**config.mk**
```make
export PLATFORM = sky130hd
export DESIGN_NAME = ipc_mailbox
export DESIGN_NICKNAME = d
export VERILOG_FILES = /design/src/rtl/ipc_mbx_pkg.sv /design/src/rtl/ipc_mbx_queue.sv /design/src/rtl/ipc_mbx_user_irq.sv /design/src/rtl/ipc_mailbox.sv
export SDC_FILE = /design/constraint.sdc
export NUM_CORES = 1
export LEC_CHECK = 0
export BUFFER_PORTS_ARGS = -buffer_cell sky130_fd_sc_hd__buf_2
export CAP_MARGIN = 20
export CORE_MARGIN = 2
export CORE_UTILIZATION = 25
export CTS_CLUSTER_DIAMETER = 50
export DETAILED_ROUTE_END_ITERATION = 7
export GPL_TIMING_DRIVEN = 0
export PLACE_DENSITY = 0.46
export SLEW_MARGIN = 20
export SYNTH_ARGS = -nofsm -noshare
export SYNTH_HDL_FRONTEND = slang
export SYNTH_SLANG_ARGS = --single-unit
```
**constraint.sdc**
```tcl
create_clock -name clk -period 7.5 [get_ports clk]
set_clock_uncertainty 0.05 [all_clocks]
set_input_delay 0.75 -clock clk [delete_from_list [all_inputs] [get_ports clk]]
set_output_delay 0.75 -clock clk [all_outputs]
set_load 0.01 [all_outputs]
```
**src/rtl/ipc_mbx_pkg.sv**
```systemverilog
package ipc_mbx_pkg;

    localparam int BUS_AW       = 12;
    localparam int BUS_DW       = 32;

    localparam int REV_OFS      = 'h000;
    localparam int MSG_OFS      = 'h040;
    localparam int FULL_OFS     = 'h080;
    localparam int CNT_OFS      = 'h0C0;
    localparam int USER_OFS     = 'h100;
    localparam int USER_STRIDE  = 'h10;
    localparam int SUB_STATUS   = 'h4;
    localparam int SUB_EN_SET   = 'h8;
    localparam int SUB_EN_CLR   = 'hC;

    typedef enum logic [2:0] {
        RG_NONE,
        RG_REV,
        RG_MSG,
        RG_FULL,
        RG_CNT,
        RG_STAT,
        RG_ESET,
        RG_ECLR
    } reg_kind_e;

    typedef struct packed {
        reg_kind_e  kind;
        logic [7:0] idx;
    } reg_sel_t;

    // bit position of the new-message event of queue q
    function automatic int newmsg_bit(input int q);
        return 2 * q;
    endfunction

    // bit position of the not-full event of queue q
    function automatic int notfull_bit(input int q);
        return 2 * q + 1;
    endfunction

    function automatic reg_sel_t decode_addr(input logic [BUS_AW-1:0] a,
                                             input int nq, input int nu);
        reg_sel_t s;
        int       ai;
        int       off;
        s.kind = RG_NONE;
        s.idx  = '0;
        ai     = int'(a);
        if (a[1:0] == 2'b00) begin
            if (ai == REV_OFS) begin
                s.kind = RG_REV;
            end else if (ai >= MSG_OFS && ai < MSG_OFS + 4 * nq) begin
                s.kind = RG_MSG;
                s.idx  = 8'((ai - MSG_OFS) / 4);
            end else if (ai >= FULL_OFS && ai < FULL_OFS + 4 * nq) begin
                s.kind = RG_FULL;
                s.idx  = 8'((ai - FULL_OFS) / 4);
            end else if (ai >= CNT_OFS && ai < CNT_OFS + 4 * nq) begin
                s.kind = RG_CNT;
                s.idx  = 8'((ai - CNT_OFS) / 4);
            end else if (ai >= USER_OFS && ai < USER_OFS + USER_STRIDE * nu) begin
                off   = ai - USER_OFS;
                s.idx = 8'(off / USER_STRIDE);
                case (off % USER_STRIDE)
                    SUB_STATUS: s.kind = RG_STAT;
                    SUB_EN_SET: s.kind = RG_ESET;
                    SUB_EN_CLR: s.kind = RG_ECLR;
                    default:    s.kind = RG_NONE;
                endcase
            end
        end
        return s;
    endfunction

endpackage

```
**src/rtl/ipc_mbx_queue.sv**
```systemverilog
module ipc_mbx_queue #(
    parameter  int DEPTH = 4,
    parameter  int DW    = 32,
    localparam int CW    = $clog2(DEPTH + 1),
    localparam int PW    = (DEPTH > 1) ? $clog2(DEPTH) : 1
) (
    input  logic          clk,
    input  logic          rst,
    input  logic          push,
    input  logic          pop,
    input  logic [DW-1:0] din,
    output logic [DW-1:0] head,
    output logic [CW-1:0] count,
    output logic          full,
    output logic          evt_new,
    output logic          evt_notfull
);

    logic [DW-1:0] mem [DEPTH];
    logic [PW-1:0] wr_ptr, rd_ptr;
    logic          pop_ok, push_ok;

    function automatic logic [PW-1:0] ptr_next(input logic [PW-1:0] p);
        return (p == PW'(DEPTH - 1)) ? '0 : p + 1'b1;
    endfunction

    assign full    = (count == CW'(DEPTH));
    assign pop_ok  = pop && (count != '0);
    // a pop in the same cycle frees the slot the push needs
    assign push_ok = push && (!full || pop_ok);
    assign head    = mem[rd_ptr];

    assign evt_new     = push_ok;
    assign evt_notfull = pop_ok && !push_ok && full;

    always_ff @(posedge clk) begin
        if (push_ok) begin
            mem[wr_ptr] <= din;
        end
    end

    always_ff @(posedge clk) begin
        if (rst) begin
            wr_ptr <= '0;
            rd_ptr <= '0;
            count  <= '0;
        end else begin
            if (push_ok) wr_ptr <= ptr_next(wr_ptr);
            if (pop_ok)  rd_ptr <= ptr_next(rd_ptr);
            case ({push_ok, pop_ok})
                2'b10:   count <= count + 1'b1;
                2'b01:   count <= count - 1'b1;
                default: count <= count;
            endcase
        end
    end

    assert_no_overflow_R3: assert property (@(posedge clk) disable iff (rst)
        count <= CW'(DEPTH));

    assert_drop_when_full_R3: assert property (@(posedge clk) disable iff (rst)
        (full && push && !pop) |=> (count == CW'(DEPTH)) && $stable(rd_ptr));

    assert_empty_pop_R4: assert property (@(posedge clk) disable iff (rst)
        ((count == '0) && pop && !push) |=> (count == '0));

endmodule

```
**src/rtl/ipc_mbx_user_irq.sv**
```systemverilog
module ipc_mbx_user_irq #(
    parameter int NEV = 8
) (
    input  logic           clk,
    input  logic           rst,
    input  logic [NEV-1:0] evt,
    input  logic           w1c_we,
    input  logic           eset_we,
    input  logic           eclr_we,
    input  logic [NEV-1:0] wbits,
    output logic [NEV-1:0] status,
    output logic [NEV-1:0] enable,
    output logic           irq
);

    logic [NEV-1:0] clr_mask;

    assign clr_mask = w1c_we ? wbits : '0;

    always_ff @(posedge clk) begin
        if (rst) begin
            status <= '0;
            enable <= '0;
        end else begin
            // a new event wins over an acknowledge in the same cycle
            status <= (status & ~clr_mask) | evt;
            if (eset_we) begin
                enable <= enable | wbits;
            end else if (eclr_we) begin
                enable <= enable & ~wbits;
            end
        end
    end

    assign irq = |(status & enable);

    assert_event_sets_R6: assert property (@(posedge clk) disable iff (rst)
        (|evt) |=> ((status & $past(evt)) == $past(evt)));

    assert_w1c_clears_R8: assert property (@(posedge clk) disable iff (rst)
        (w1c_we && (|(wbits & ~evt))) |=> ((status & $past(wbits & ~evt)) == '0));

    assert_w1c_keeps_R8: assert property (@(posedge clk) disable iff (rst)
        w1c_we |=> ((status & ~$past(wbits)) == ($past(status) & ~$past(wbits)) | ($past(evt) & ~$past(wbits))));

    assert_enable_set_R9: assert property (@(posedge clk) disable iff (rst)
        eset_we |=> ((enable & $past(wbits)) == $past(wbits)));

    assert_enable_clr_R9: assert property (@(posedge clk) disable iff (rst)
        eclr_we |=> ((enable & $past(wbits)) == '0));

endmodule

```
**src/rtl/ipc_mailbox.sv**
```systemverilog
module ipc_mailbox
    import ipc_mbx_pkg::*;
#(
    parameter  int NQ        = 4,
    parameter  int NU        = 4,
    parameter  int DEPTH     = 4,
    parameter  int REV_MAJOR = 2,
    parameter  int REV_MINOR = 1,
    localparam int NEV       = 2 * NQ,
    localparam int CW        = $clog2(DEPTH + 1)
) (
    input  logic              clk,
    input  logic              rst,
    input  logic [BUS_AW-1:0] addr,
    input  logic              wr_en,
    input  logic              rd_en,
    input  logic [BUS_DW-1:0] wdata,
    output logic [BUS_DW-1:0] rdata,
    output logic [NU-1:0]     irq
);

    reg_sel_t          sel;
    logic [BUS_DW-1:0] q_head [NQ];
    logic [CW-1:0]     q_cnt  [NQ];
    logic [NQ-1:0]     q_full;
    logic [NEV-1:0]    evt;
    logic [NEV-1:0]    u_status [NU];
    logic [NEV-1:0]    u_enable [NU];
    logic [BUS_DW-1:0] rd_mux;
    logic              sel_empty;

    assign sel = decode_addr(addr, NQ, NU);

    for (genvar q = 0; q < NQ; q++) begin : g_queue
        logic hit;
        assign hit = (sel.kind == RG_MSG) && (sel.idx == 8'(q));

        ipc_mbx_queue #(.DEPTH(DEPTH), .DW(BUS_DW)) u_queue (
            .clk         (clk),
            .rst         (rst),
            .push        (wr_en && hit),
            .pop         (rd_en && hit),
            .din         (wdata),
            .head        (q_head[q]),
            .count       (q_cnt[q]),
            .full        (q_full[q]),
            .evt_new     (evt[newmsg_bit(q)]),
            .evt_notfull (evt[notfull_bit(q)])
        );
    end

    for (genvar u = 0; u < NU; u++) begin : g_user
        logic mine;
        assign mine = (sel.idx == 8'(u));

        ipc_mbx_user_irq #(.NEV(NEV)) u_irq (
            .clk     (clk),
            .rst     (rst),
            .evt     (evt),
            .w1c_we  (wr_en && mine && (sel.kind == RG_STAT)),
            .eset_we (wr_en && mine && (sel.kind == RG_ESET)),
            .eclr_we (wr_en && mine && (sel.kind == RG_ECLR)),
            .wbits   (wdata[NEV-1:0]),
            .status  (u_status[u]),
            .enable  (u_enable[u]),
            .irq     (irq[u])
        );
    end

    always_comb begin
        rd_mux    = '0;
        sel_empty = 1'b0;
        case (sel.kind)
            RG_REV: rd_mux[7:0] = {4'(REV_MAJOR), 4'(REV_MINOR)};
            RG_MSG, RG_FULL, RG_CNT: begin
                for (int q = 0; q < NQ; q++) begin
                    if (sel.idx == 8'(q)) begin
                        sel_empty = (q_cnt[q] == '0);
                        if (sel.kind == RG_MSG) begin
                            rd_mux = sel_empty ? '0 : q_head[q];
                        end else if (sel.kind == RG_FULL) begin
                            rd_mux[0] = q_full[q];
                        end else begin
                            rd_mux[CW-1:0] = q_cnt[q];
                        end
                    end
                end
            end
            RG_STAT, RG_ESET, RG_ECLR: begin
                for (int u = 0; u < NU; u++) begin
                    if (sel.idx == 8'(u)) begin
                        rd_mux[NEV-1:0] = (sel.kind == RG_STAT) ? u_status[u] : u_enable[u];
                    end
                end
            end
            default: rd_mux = '0;
        endcase
    end

    always_ff @(posedge clk) begin
        if (rst) begin
            rdata <= '0;
        end else if (rd_en) begin
            rdata <= rd_mux;
        end
    end

    assert_empty_read_zero_R4: assert property (@(posedge clk) disable iff (rst)
        (rd_en && (sel.kind == RG_MSG) && sel_empty) |=> (rdata == '0));

    assert_revision_R11: assert property (@(posedge clk) disable iff (rst)
        (rd_en && (sel.kind == RG_REV)) |=> (rdata[7:4] == 4'(REV_MAJOR) && rdata[3:0] == 4'(REV_MINOR)));

endmodule

```
# Word-level counts from Yosys, hierarchy flattened
# Memories as Yosys holds them, arrays and structs flattened. A register that Yosys moved wholly into a read port is not among the register bits.
# Cells that the tools add are included.
[classes] addsub=24 mul=0 n_div=0 order_cmp=8 eq_ne=33 shifts=0 mux=83 n_bitwise=29 n_reduce_logical=89
[ops] operator="$mux 32" count=9
[ops] operator="$mux 8" count=21
[ops] operator="$mux 29" count=4
[ops] operator="$and 8x8->8" count=12
[ops] operator="$eq 32x4->1 const B" count=2
[ops] operator="$or 8x8->8" count=8
[ops] operator="$mux 11" count=5
[ops] operator="$logic_and 1x1->1" count=48
[ops] operator="$mux 2" count=20
[ops] operator="$not 8->8" count=5
[ops] operator="$add 8x1->8" count=4
[ops] operator="$eq 32x3->1 const B" count=1
[ops] operator="$reduce_or 8->1" count=4
[ops] operator="$sub 12x8->13 const B" count=2
[ops] operator="$eq 2x2->1 const B" count=12
[ops] operator="$eq 3x3->1 const B" count=8
[ops] operator="$ge 12x8->1 const B" count=2
[ops] operator="$lt 12x8->1 const B" count=2
[ops] operator="$mux 24" count=1
[ops] operator="$pmux 3 s2" count=4
[ops] operator="$pmux 8 s3" count=1
[ops] operator="$add 2x1->2 const B" count=8
[ops] operator="$eq 8x2->1 const B" count=2
[ops] operator="$reduce_bool 2->1" count=8
[ops] operator="other kinds (26)" count=73
[word_totals] regBits=124 latch_bits=0 mem_bits_rw=512 rom_bits=0 input_bits=48 out_inout_bits=36 wordCells=291 n_memories=4
[mem_list] name="g_queue[0].u_queue.mem" depth=4 width=32 read_ports=1 rd_ports_with_merged_regs=1 write_ports=1 line_no="ipc_mbx_queue.sv:19" rtl="logic [DW-1:0] mem [DEPTH];"
[mem_list] name="g_queue[1].u_queue.mem" depth=4 width=32 read_ports=1 rd_ports_with_merged_regs=1 write_ports=1 line_no="ipc_mbx_queue.sv:19"
[mem_list] name="g_queue[2].u_queue.mem" depth=4 width=32 read_ports=1 rd_ports_with_merged_regs=1 write_ports=1 line_no="ipc_mbx_queue.sv:19"
[mem_list] name="g_queue[3].u_queue.mem" depth=4 width=32 read_ports=1 rd_ports_with_merged_regs=1 write_ports=1 line_no="ipc_mbx_queue.sv:19"

# Longest topological paths before layout
# Gate-level depths: netlist of run 1.
[depth] depth_word=26 depth_mapped=24 depth_no_buf=20

# Modules after synthesis
# Synthesis of run 1 repeated with hierarchy kept, for this count alone.
[hier_totals] cells_unflattened=1747 hier_area_um2=27929.3
[by_module_without_submodules] mod="ipc_mbx_queue at g_queue[1].u_queue ..." n_inst=3 cells_per_inst=233 area_each_um2=5197.5 seq_area_each_um2=4023.9
[by_module_without_submodules] mod="ipc_mbx_queue at g_queue[0].u_queue" n_inst=1 cells_per_inst=236 area_each_um2=5177.5 seq_area_each_um2=4023.9
[by_module_without_submodules] mod="ipc_mailbox" n_inst=1 cells_per_inst=556 area_each_um2=4341.7 seq_area_each_um2=640.6
[by_module_without_submodules] mod="ipc_mbx_user_irq" n_inst=4 cells_per_inst=64 area_each_um2=704.4 seq_area_each_um2=320.3

# Least setup slack after synthesis of run 1
# OpenSTA, ideal clock, no wires.
[synth_path] path_kind="input to register" from="in addr[8]" to="mem g_queue[3].u_queue.mem[0][0], enable pin" arrival_time_ns=5.056 slack_ns=2.002 cell_stages=18 n_path_buf=4 cell_sequence="clkbuf_1 -> inv_1 -> ha_1 -> or3b_1 -> buf_2 -> nor2_1 -> ha_1 -> ha_1 -> nor4bb_1 -> a31oi_1 -> and4b_1 -> a211oi_1 -> o32a_1 -> a211o_1 -> buf_2 -> nor3_1 -> buf_2 -> and2_1"
[synth_via] elab_chain_len=18
[synth_rtl] element="start, declared" line_no="ipc_mailbox.sv:14" rtl="input logic [BUS_AW-1:0] addr,"
[synth_rtl] element="$sub 12x9->13" line_no="ipc_mbx_pkg.sv:63" rtl="off = ai - USER_OFS;"
[synth_rtl] element="$and 1x1->1 (no line)"
[synth_rtl] element="$eq 32x4->1 / $eq 32x3->1 (equally long branches)" line_no="ipc_mbx_pkg.sv:65" rtl="case (off % USER_STRIDE)"
[synth_rtl] element="$pmux 3 s3" line_no="ipc_mbx_pkg.sv:65"
[synth_rtl] element="$mux 11" line_no="ipc_mbx_pkg.sv:62" rtl="end else if (ai >= USER_OFS && ai < USER_OFS + USER_STRIDE * nu) begin"
[synth_rtl] element="$mux 11" line_no="ipc_mbx_pkg.sv:59" rtl="end else if (ai >= CNT_OFS && ai < CNT_OFS + 4 * nq) begin"
[synth_rtl] element="$mux 11" line_no="ipc_mbx_pkg.sv:56" rtl="end else if (ai >= FULL_OFS && ai < FULL_OFS + 4 * nq) begin"
[synth_rtl] element="$mux 11" line_no="ipc_mbx_pkg.sv:53" rtl="end else if (ai >= MSG_OFS && ai < MSG_OFS + 4 * nq) begin"
[synth_rtl] element="[2 not listed]"
[synth_rtl] element="parallel branches: the longest is 1 deep, another holds $eq 8x2->1"
[synth_rtl] element="$logic_and 1x1->1 (*)" line_no="ipc_mailbox.sv:36" rtl="assign hit = (sel.kind == RG_MSG) && (sel.idx == 8'(q));"
[synth_rtl] element="$logic_and 1x1->1" line_no="ipc_mailbox.sv:42" rtl=".pop (rd_en && hit),"
[synth_rtl] element="$logic_and 1x1->1" line_no="ipc_mbx_queue.sv:28" rtl="assign pop_ok = pop && (count != '0);"
[synth_rtl] element="$logic_or 1x1->1" line_no="ipc_mbx_queue.sv:30" rtl="assign push_ok = push && (!full || pop_ok);"
[synth_rtl] element="$logic_and 1x1->1 (*)" line_no="ipc_mbx_queue.sv:30"
[synth_rtl] element="$mux 1 (*)" line_no="ipc_mbx_queue.sv:37" rtl="if (push_ok) begin"
[synth_rtl] element="$mux 1 (implied by the code) (*)" line_no="ipc_mbx_queue.sv:38" rtl="mem[wr_ptr] <= din;"
[synth_rtl] element="end, declared" line_no="ipc_mbx_queue.sv:19"
# Every way passes the cells marked *.

# Worst setup path after layout of run 1
[layout_path] from="in addr[8]" to="reg g_user[3].u_irq.status[5]"
[layout_via] elab_chain_len=20
[layout_rtl] element="$sub 12x9->13" line_no="ipc_mbx_pkg.sv:63"
[layout_rtl] element="$and 1x1->1 (no line)"
[layout_rtl] element="$eq 32x4->1 / $eq 32x3->1 (equally long branches)" line_no="ipc_mbx_pkg.sv:65"
[layout_rtl] element="$pmux 3 s3" line_no="ipc_mbx_pkg.sv:65"
[layout_rtl] element="$mux 11" line_no="ipc_mbx_pkg.sv:62"
[layout_rtl] element="$mux 11" line_no="ipc_mbx_pkg.sv:59"
[layout_rtl] element="$mux 11" line_no="ipc_mbx_pkg.sv:56"
[layout_rtl] element="$mux 11" line_no="ipc_mbx_pkg.sv:53"
[layout_rtl] element="$mux 3" line_no="ipc_mbx_pkg.sv:51" rtl="if (ai == REV_OFS) begin"
[layout_rtl] element="$mux 11 (*)" line_no="ipc_mbx_pkg.sv:50" rtl="if (a[1:0] == 2'b00) begin"
[layout_rtl] element="parallel branches: the longest is 9 deep, another holds $eq 8x2->1"
[layout_rtl] element="$or 8x8->8 (*)" line_no="ipc_mbx_user_irq.sv:26" rtl="status <= (status & ~clr_mask) | evt;"
[layout_rtl] element="end signal, assigned" line_no="ipc_mbx_user_irq.sv:26"
[layout_rtl] element="end, declared" line_no="ipc_mbx_user_irq.sv:11" rtl="output logic [NEV-1:0] status,"
# Marked as above.
# A chain may end at the register's enable or synchronous reset.

==> summary.txt, run 1 <==
Final layout
  • Final net count: 2037
  • Fill cell count: 10718
  • Multi-input gate area: 8560 um^2
  • Storage cell area: 18000 um^2
  • Fraction of layout cells with a size suffix above 1: 0.219
  • Area Growth Syn to Fin: 18.2%

Timing
  • Minimum clock period after layout: 6.28 ns
  • Relative slew slack: 0.205
  • Unrepaired setup endpoints after global routing: false
  • Fmax: 0.159 GHz
  • Setup Viol. Count Final: 0
  • Worst setup margin: 1.22 ns
  • Final worst-path cycle share: 0.837
  • Actual transition at the worst max-transition pin: 1.19 ns
  • Max-slew violations: 0
  • Hold Violations, Final: 0

Floorplanning
  • Die height: 334 um
  • Die Span X: 334 um
  • Core ar.: 108000 um^2
  • Initial Util: 0.253
  • Ports: 84
  • Die area: 111000 um^2
  • Cell Rows: 120

Pwr
  • Pwr/cell area: 242 nW/um^2
  • Max rail drop VDD: 0.000166 V
  • Net Sw Power: 1.68 mW
  • Leakage: 10.0 nW
  • Clock Power Share: 0.481
  • Cell Int Power: 6.11 mW
  • Tot Pwr: 7.78 mW
  • Switching Share: 0.215
  • Reg power frac: 0.495
  • Combinational Power Share: 0.024

Critical path
  • CP Max Fanout: 10
  • Crit path kind: input port to flop
  • WP buf/inv: 8
  • Critical path required time: 7.91 ns
  • Critical Path Source Type: input port
  • Nature of the critical path endpoint: flop
  • CP Cell Sequence: buf_2 > clkbuf_1 > inv_1 > ha_1 > or3b_1 > buf_2 > nor2_1 > ha_1 > ha_1 > nor4bb_1 > a31oi_1 > and4b_1 > a211oi_1 > o32a_1 > a211o_1 > buf_2 > nor3_1 > buf_2 > inv_1 > ha_1 > inv_1 > nor2_1 > nor2b_1 > a211oi_1
  • Crit-path leading delay family: simple AND/OR/NAND/NOR gates
  • Slowest-stage cell, CP: nor3_1
  • CP Data Arrival Time: 6.68 ns
  • CP max stage delay: 0.52 ns

Placement
  • Detail Placement HPWL: 51100 um
  • Port Buf Inserts: 81
  • Post-Place Worst Slack: 0.579 ns
  • GP Congestion: 0.863

Logic synthesis
  • Mapped cell area: 27200 um^2
  • Syn Nets: 1874
  • Synth cell types: 78
  • Dominant synthesized flop cell: edfxtp_1
  • Synth Register Bits: 644
  • Post-synth EDFFs: 512
  • YS warnings: 0
  • Seq/Total Area, Yosys: 0.663
  • Asr flop ratio synth: 0
  • Mapped Cells: 1778
  • Syn_area_per_cell: 15.3 um^2

CTS
  • CTS root buffer: clkbuf_16
  • CTS max path bufs: 3
  • Skew-Pair Late Insertion Delay: 0.63 ns
  • CTS H-tree depth: 3
  • Cts bufs inserted: 75
  • Clock slew at reported path FFs: 0.06 ns
  • Post-cts repair resize count: 0
  • CTS Sinks: 644
  • Setup Buffers After CTS: 0
  • Cts hold-fix bufs: 0
  • TritonCTS clock tree: yes

Global routing
  • Antenna violations before repair: 3
  • Total global-route track usage: 0.143
  • Global-route wire length before repair: 117000 um
  • Largest net degree at the start of global routing: 33
  • Congestion Overflow GR: 0
  • Vias in the first global route: 17040

Worst hold path
  • Min-delay worst type: flop to flop

Drt
  • Vias: 16534
  • 1st-iter DRT viols: 1400
  • Total Wirelength: 80900 um
  • DR vias/cell: 4.85
  • Antenna Nets Post-Route: 0
  • Drt pass-1 iters: 7
  • DR DRC count: 2
  • Routed wire per std cell: 23.7 um

Run
  • # Max-Cap Violations: 0

Status
  • Outcome: finished, violations left
  • Failing checks: design-rule violations
## sequential cells by signal (all words and copies together), names as in the netlist, named ones only
register / flops
g_queue.u_queue.mem: 512
rdata: 32
g_queue.u_queue.count: 12
g_queue.u_queue.wr_ptr: 8
g_queue.u_queue.rd_ptr: 8
g_user.u_irq.status: 32
## cell usage in the layout, fill, tap and decap left out, types with 16 or more instances in the layout
cell and n:
a211oi_1 42, a21oi_1 107, a22oi_1 48, a31o_2 36, and2_4 16, buf_2 98
clkbuf_1 79, clkbuf_16 76, clkinv_1 18, dfxtp_1 132, edfxtp_1 512, ha_1 44
inv_1 62, mux2i_1 35, mux4_2 128, nand2_1 71, nand2b_1 36, nor2_1 101
nor3_1 24, o21ai_0 48, o31ai_1 28
## logic make-up after synthesis
family	after synthesis	share of synthesized area
DFF	644	0.663
and+or+nand+nor	350	0.0677
buffers and inverters	169	0.0251
adders and majority gates	48	0.0232
muxes	169	0.121
xor gates and xnor gates	18	0.00580
AOI/OAI and AO/OA	380	0.0941
## synthesized netlist by cell type, drive strengths merged, types with 21 or more instances
cell | instances | area (um^2)
edfxtp | 512 | 15400
dfxtp | 132 | 2640
mux4 | 128 | 2880
a21oi | 108 | 544
nor2 | 102 | 390
clkbuf | 75 | 282
nand2 | 72 | 278
inv | 62 | 233
o21ai | 51 | 259
a22oi | 48 | 360
ha | 44 | 551
a211oi | 42 | 315
a31o | 37 | 324
nand2b | 36 | 225
mux2i | 35 | 350
nor3 | 34 | 210
buf | 31 | 165
o31ai | 28 | 210
and2 | 21 | 131
## power by group through the flow
stage          combinational [mW]  sequential, mW  clock, mW
2_1_floorplan              0.0799            3.93          0
3_3_place_gp                0.179            3.93          0
3_5_place_dp                0.185            3.93          0
4_1_cts                     0.185            3.85       3.82
5_1_grt                     0.202            3.85       3.96
6_report                    0.186            3.85       3.75
## per-stage QoR
stage / TNS [ns] / utilization / cells / hold slack [ns] / instance area (um^2)
floorplan: 0 / - / 1778 / 0.400 / 27200
global placement: -151.14 / 0.273 / 3262 / 0.422 / 29400
detailed placement: 0 / 0.275 / 3266 / 0.427 / 29500
CTS: 0 / 0.299 / 3403 / 0.401 / 32100
global route: 0 / 0.299 / 3404 / 0.416 / 32100
finish: 0 / 0.299 / 3407 / 0.431 / 32100
## worst paths after layout
kind | startpoint | to | slack [ns] | cells after the start
worst max-delay path | addr[8] | g_user[3].u_irq.status[5] | 1.22 | 24
worst min-delay path | g_queue[3].u_queue.rd_ptr[1] | g_queue[3].u_queue.rd_ptr[1] | 0.43 | 2
worst min register to register | g_queue[3].u_queue.rd_ptr[1] | g_queue[3].u_queue.rd_ptr[1] | 0.43 | 2
worst max register to register | flop | rdata[15] | 4.15 | 6
## area by class of cell
class	instances	area share
clock inverter	48	0.0181
buffer	106	0.0142
sequential	644	0.561
timing repair buffer	86	0.0164
multi-input combinational	965	0.266
clock buffer	89	0.0620
antenna	3	0.000234
inverter	63	0.00736
tap	1403	0.0546
## worst reg2reg max path: stages (launching register included)
cell and delay, ns:
dfxtp_1 0.31, clkbuf_1 0.36, buf_1 0.83, clkbuf_1 0.81, mux4_2 0.62, a21oi_1 0.16, o21ai_0 0.09
## layer usage
layer | track usage | up-vias | share of wire
met2 | 0.236 | 460 | 0.48
met1 | 0.193 | 8594 | 0.45
met4 | 0.0431 | 2 | 0.026
li1 | - | 7359 | -
met3 | 0.0258 | 119 | 0.046
met5 | 0 | - | 0.00016
No activity file was read; power rests on OpenSTA's default activity.
==> run 2, diff against run 1 <==
--- a/config.mk
+++ b/config.mk
@@ -12,7 +12,7 @@
 export CTS_CLUSTER_DIAMETER = 50
 export DETAILED_ROUTE_END_ITERATION = 7
 export GPL_TIMING_DRIVEN = 0
-export PLACE_DENSITY = 0.46
+export PLACE_DENSITY = 0.47
 export SLEW_MARGIN = 20
 export SYNTH_ARGS = -nofsm -noshare
 export SYNTH_HDL_FRONTEND = slang
==> constraint.sdc (replaced) <==
create_clock -name clk -period 5.1 [get_ports clk]
set_clock_uncertainty 0.05 [all_clocks]
set_input_delay 0.51 -clock clk [delete_from_list [all_inputs] [get_ports clk]]
set_output_delay 0.51 -clock clk [all_outputs]
set_load 0.01 [all_outputs]
==> run 2 against run 1 <==
Net effect:
- the flow now finishes without violations
- highest routed layer unchanged
- design area is 0.52% higher
- clock power up 49%
- largest power group unchanged
- critical path type unchanged
- largest cell class unchanged
- global-route usage barely moved
==> summary.txt, run 2 (same netlist as run 1, synthesis figures left out) <==
CTS
  • Clock slew at reported path FFs: 0.06 ns
  • CTS H-tree depth: 3
  • Skew-Pair Late Insertion Delay: 0.62 ns
  • Cts bufs inserted: 77
  • CTS Sinks: 644
  • CTS root buffer: clkbuf_16
  • Cts hold-fix bufs: 0
  • TritonCTS clock tree: yes
  • CTS max path bufs: 3

Run
  • # Max-Cap Violations: 0

Floorplanning
  • Die Span X: 334 um
  • Ports: 84
  • Die height: 334 um
  • Core ar.: 108000 um^2
  • Initial Util: 0.253
  • Die area: 111000 um^2
  • Cell Rows: 120

Timing
  • Minimum clock period after layout: 4.94 ns
  • WHS: 0.204 ns
  • Actual transition at the worst max-transition pin: 1.16 ns
  • Final setup TNS: 0 ns
  • Relative slew slack: 0.218
  • Final worst-path cycle share: 0.968
  • Setup Viol. Count Final: 0
  • Max-slew violations: 0
  • Hold Violations, Final: 0
  • Fmax: 0.203 GHz

Drt
  • Vias: 16784
  • Drt pass-1 iters: 7
  • DR DRC count: 0
  • Antenna Nets Post-Route: 0
  • Total Wirelength: 82400 um
  • DR vias/cell: 4.91
  • Routed wire per std cell: 24.1 um
  • 1st-iter DRT viols: 1493

Critical path
  • CP Data Arrival Time: 5.43 ns
  • CP Max Fanout: 10
  • R2R Setup Slk: 1.72 ns
  • Critical path required time: 5.59 ns
  • Nature of the critical path endpoint: flop
  • Critical Path Source Type: input port
  • Crit path kind: input port to flop

Final layout
  • Fraction of layout cells with a size suffix above 1: 0.238
  • Fill cell count: 10703
  • Final net count: 2042
  • Most frequent cells in the layout: edfxtp_1, dfxtp_1, mux4_2
  • Largest registers: g_queue.u_queue.mem: 512 flops, g_user.u_irq.status: 32 flops, rdata: 32 flops
  • Commonest non-fill, non-tap cell in the layout: edfxtp_1
  • Max FFs per register: 512
  • Area Growth Syn to Fin: 18.8%
  • Top reg by flops: g_queue.u_queue.mem

Global routing
  • Largest net degree at the start of global routing: 33
  • Total global-route track usage: 0.144
  • Congestion Overflow GR: 0
  • Antenna violations before repair: 5
  • Global-route wire length before repair: 117000 um
  • Vias in the first global route: 17098

Pwr
  • Combinational Power Share: 0.024
  • Switching Share: 0.217
  • Leakage: 10.1 nW
  • Reg power frac: 0.490
  • Cell Int Power: 9.04 mW
  • Net Sw Power: 2.51 mW
  • Pwr/cell area: 358 nW/um^2
  • Clock Power Share: 0.485
  • Max rail drop VDD: 0.000280 V

Status
  • Outcome: finished, final reports clean

Placement
  • GP Congestion: 0.894
  • Detail Placement HPWL: 51000 um
  • Port Buf Inserts: 81

Worst hold path
  • Min-delay worst type: input port to flop
## run 2: worst paths after layout
path                                                   start                            end  cells past startpoint
worst max-delay path                                 addr[8]    g_queue[2].u_queue.count[2]                     22
worst min-delay path                               wdata[24]  g_queue[1].u_queue.mem[2][24]                      1
worst max register to register                          flop                       rdata[5]                      7
worst min register to register  g_queue[3].u_queue.rd_ptr[1]                           flop                      2
## run 2: what timing repair did
item | CTS | global route
buffers inserted | 1 | 2
endpoints found under the hold margin | 0 | 0
cloned | 0 | 4
gates resized for setup | 18 | 27
pin swaps | 0 | 7
setup endpoints to repair | 559 | 556
## run 2: metal layers
layer / vias to the layer above / part of all wire / global-route usage
met2: 536 / 0.48 / 0.239
met5: - / 0.00051 / 0
met4: 6 / 0.023 / 0.0385
met1: 8728 / 0.45 / 0.194
li1: 7393 / - / -
met3: 121 / 0.053 / 0.0239
## run 2: area by class of cell
| class | instances | area [um^2] | area share |
|---|---|---|---|
| multi-input combinational | 969 | 8700 | 0.269 |
| sequential | 644 | 18000 | 0.558 |
| inverter | 63 | 239 | 0.00740 |
| antenna | 1 | 2.50 | 0.0000775 |
| clock buffer | 102 | 2130 | 0.0660 |
| tap | 1403 | 1760 | 0.0544 |
| clock inverter | 42 | 527 | 0.0163 |
| timing repair buffer | 86 | 447 | 0.0138 |
| buffer | 105 | 478 | 0.0148 |
## run 2: through the flow
| stage | cell area (um^2) | util | power (mW) | cells | setup slack, ns |
|---|---|---|---|---|---|
| finish | 32300 | 0.300 | 11.5 | 3415 | 0.162 |
| global route | 32300 | 0.300 | 11.9 | 3414 | -0.0120 |
| CTS | 32200 | 0.299 | 11.6 | 3406 | 0.0384 |
| detailed placement | 29400 | 0.274 | 6.05 | 3262 | -1.31 |
| global placement | 29400 | 0.273 | 6.04 | 3262 | -1.86 |
| floorplan | 27200 | - | 5.89 | 1778 | 0.0257 |
## run 2: critical path, cell delays in order
cell	delay, ns
clkbuf_4	0.20
inv_4	0.12
ha_2	0.21
or3b_1	0.35
clkbuf_4	0.19
nor3_2	0.21
ha_2	0.24
ha_1	0.20
and3_1	0.21
mux2i_1	0.08
o21ai_0	0.25
nand3_1	0.11
o32a_1	0.22
a211o_4	0.40
or4_4	0.57
inv_1	0.08
ha_1	0.17
inv_1	0.07
fa_1	0.37
xor2_1	0.16
or3_1	0.31
a21oi_1	0.16
## run 2: power by group through the flow
stage	Combinational [mW]	Clock, mW	Sequential, mW
after global placement	0.263	0	5.77
after detailed placement	0.272	0	5.77
final	0.280	5.60	5.66
after floorplan	0.119	0	5.78
after CTS	0.275	5.70	5.66
after global routing	0.305	5.92	5.66
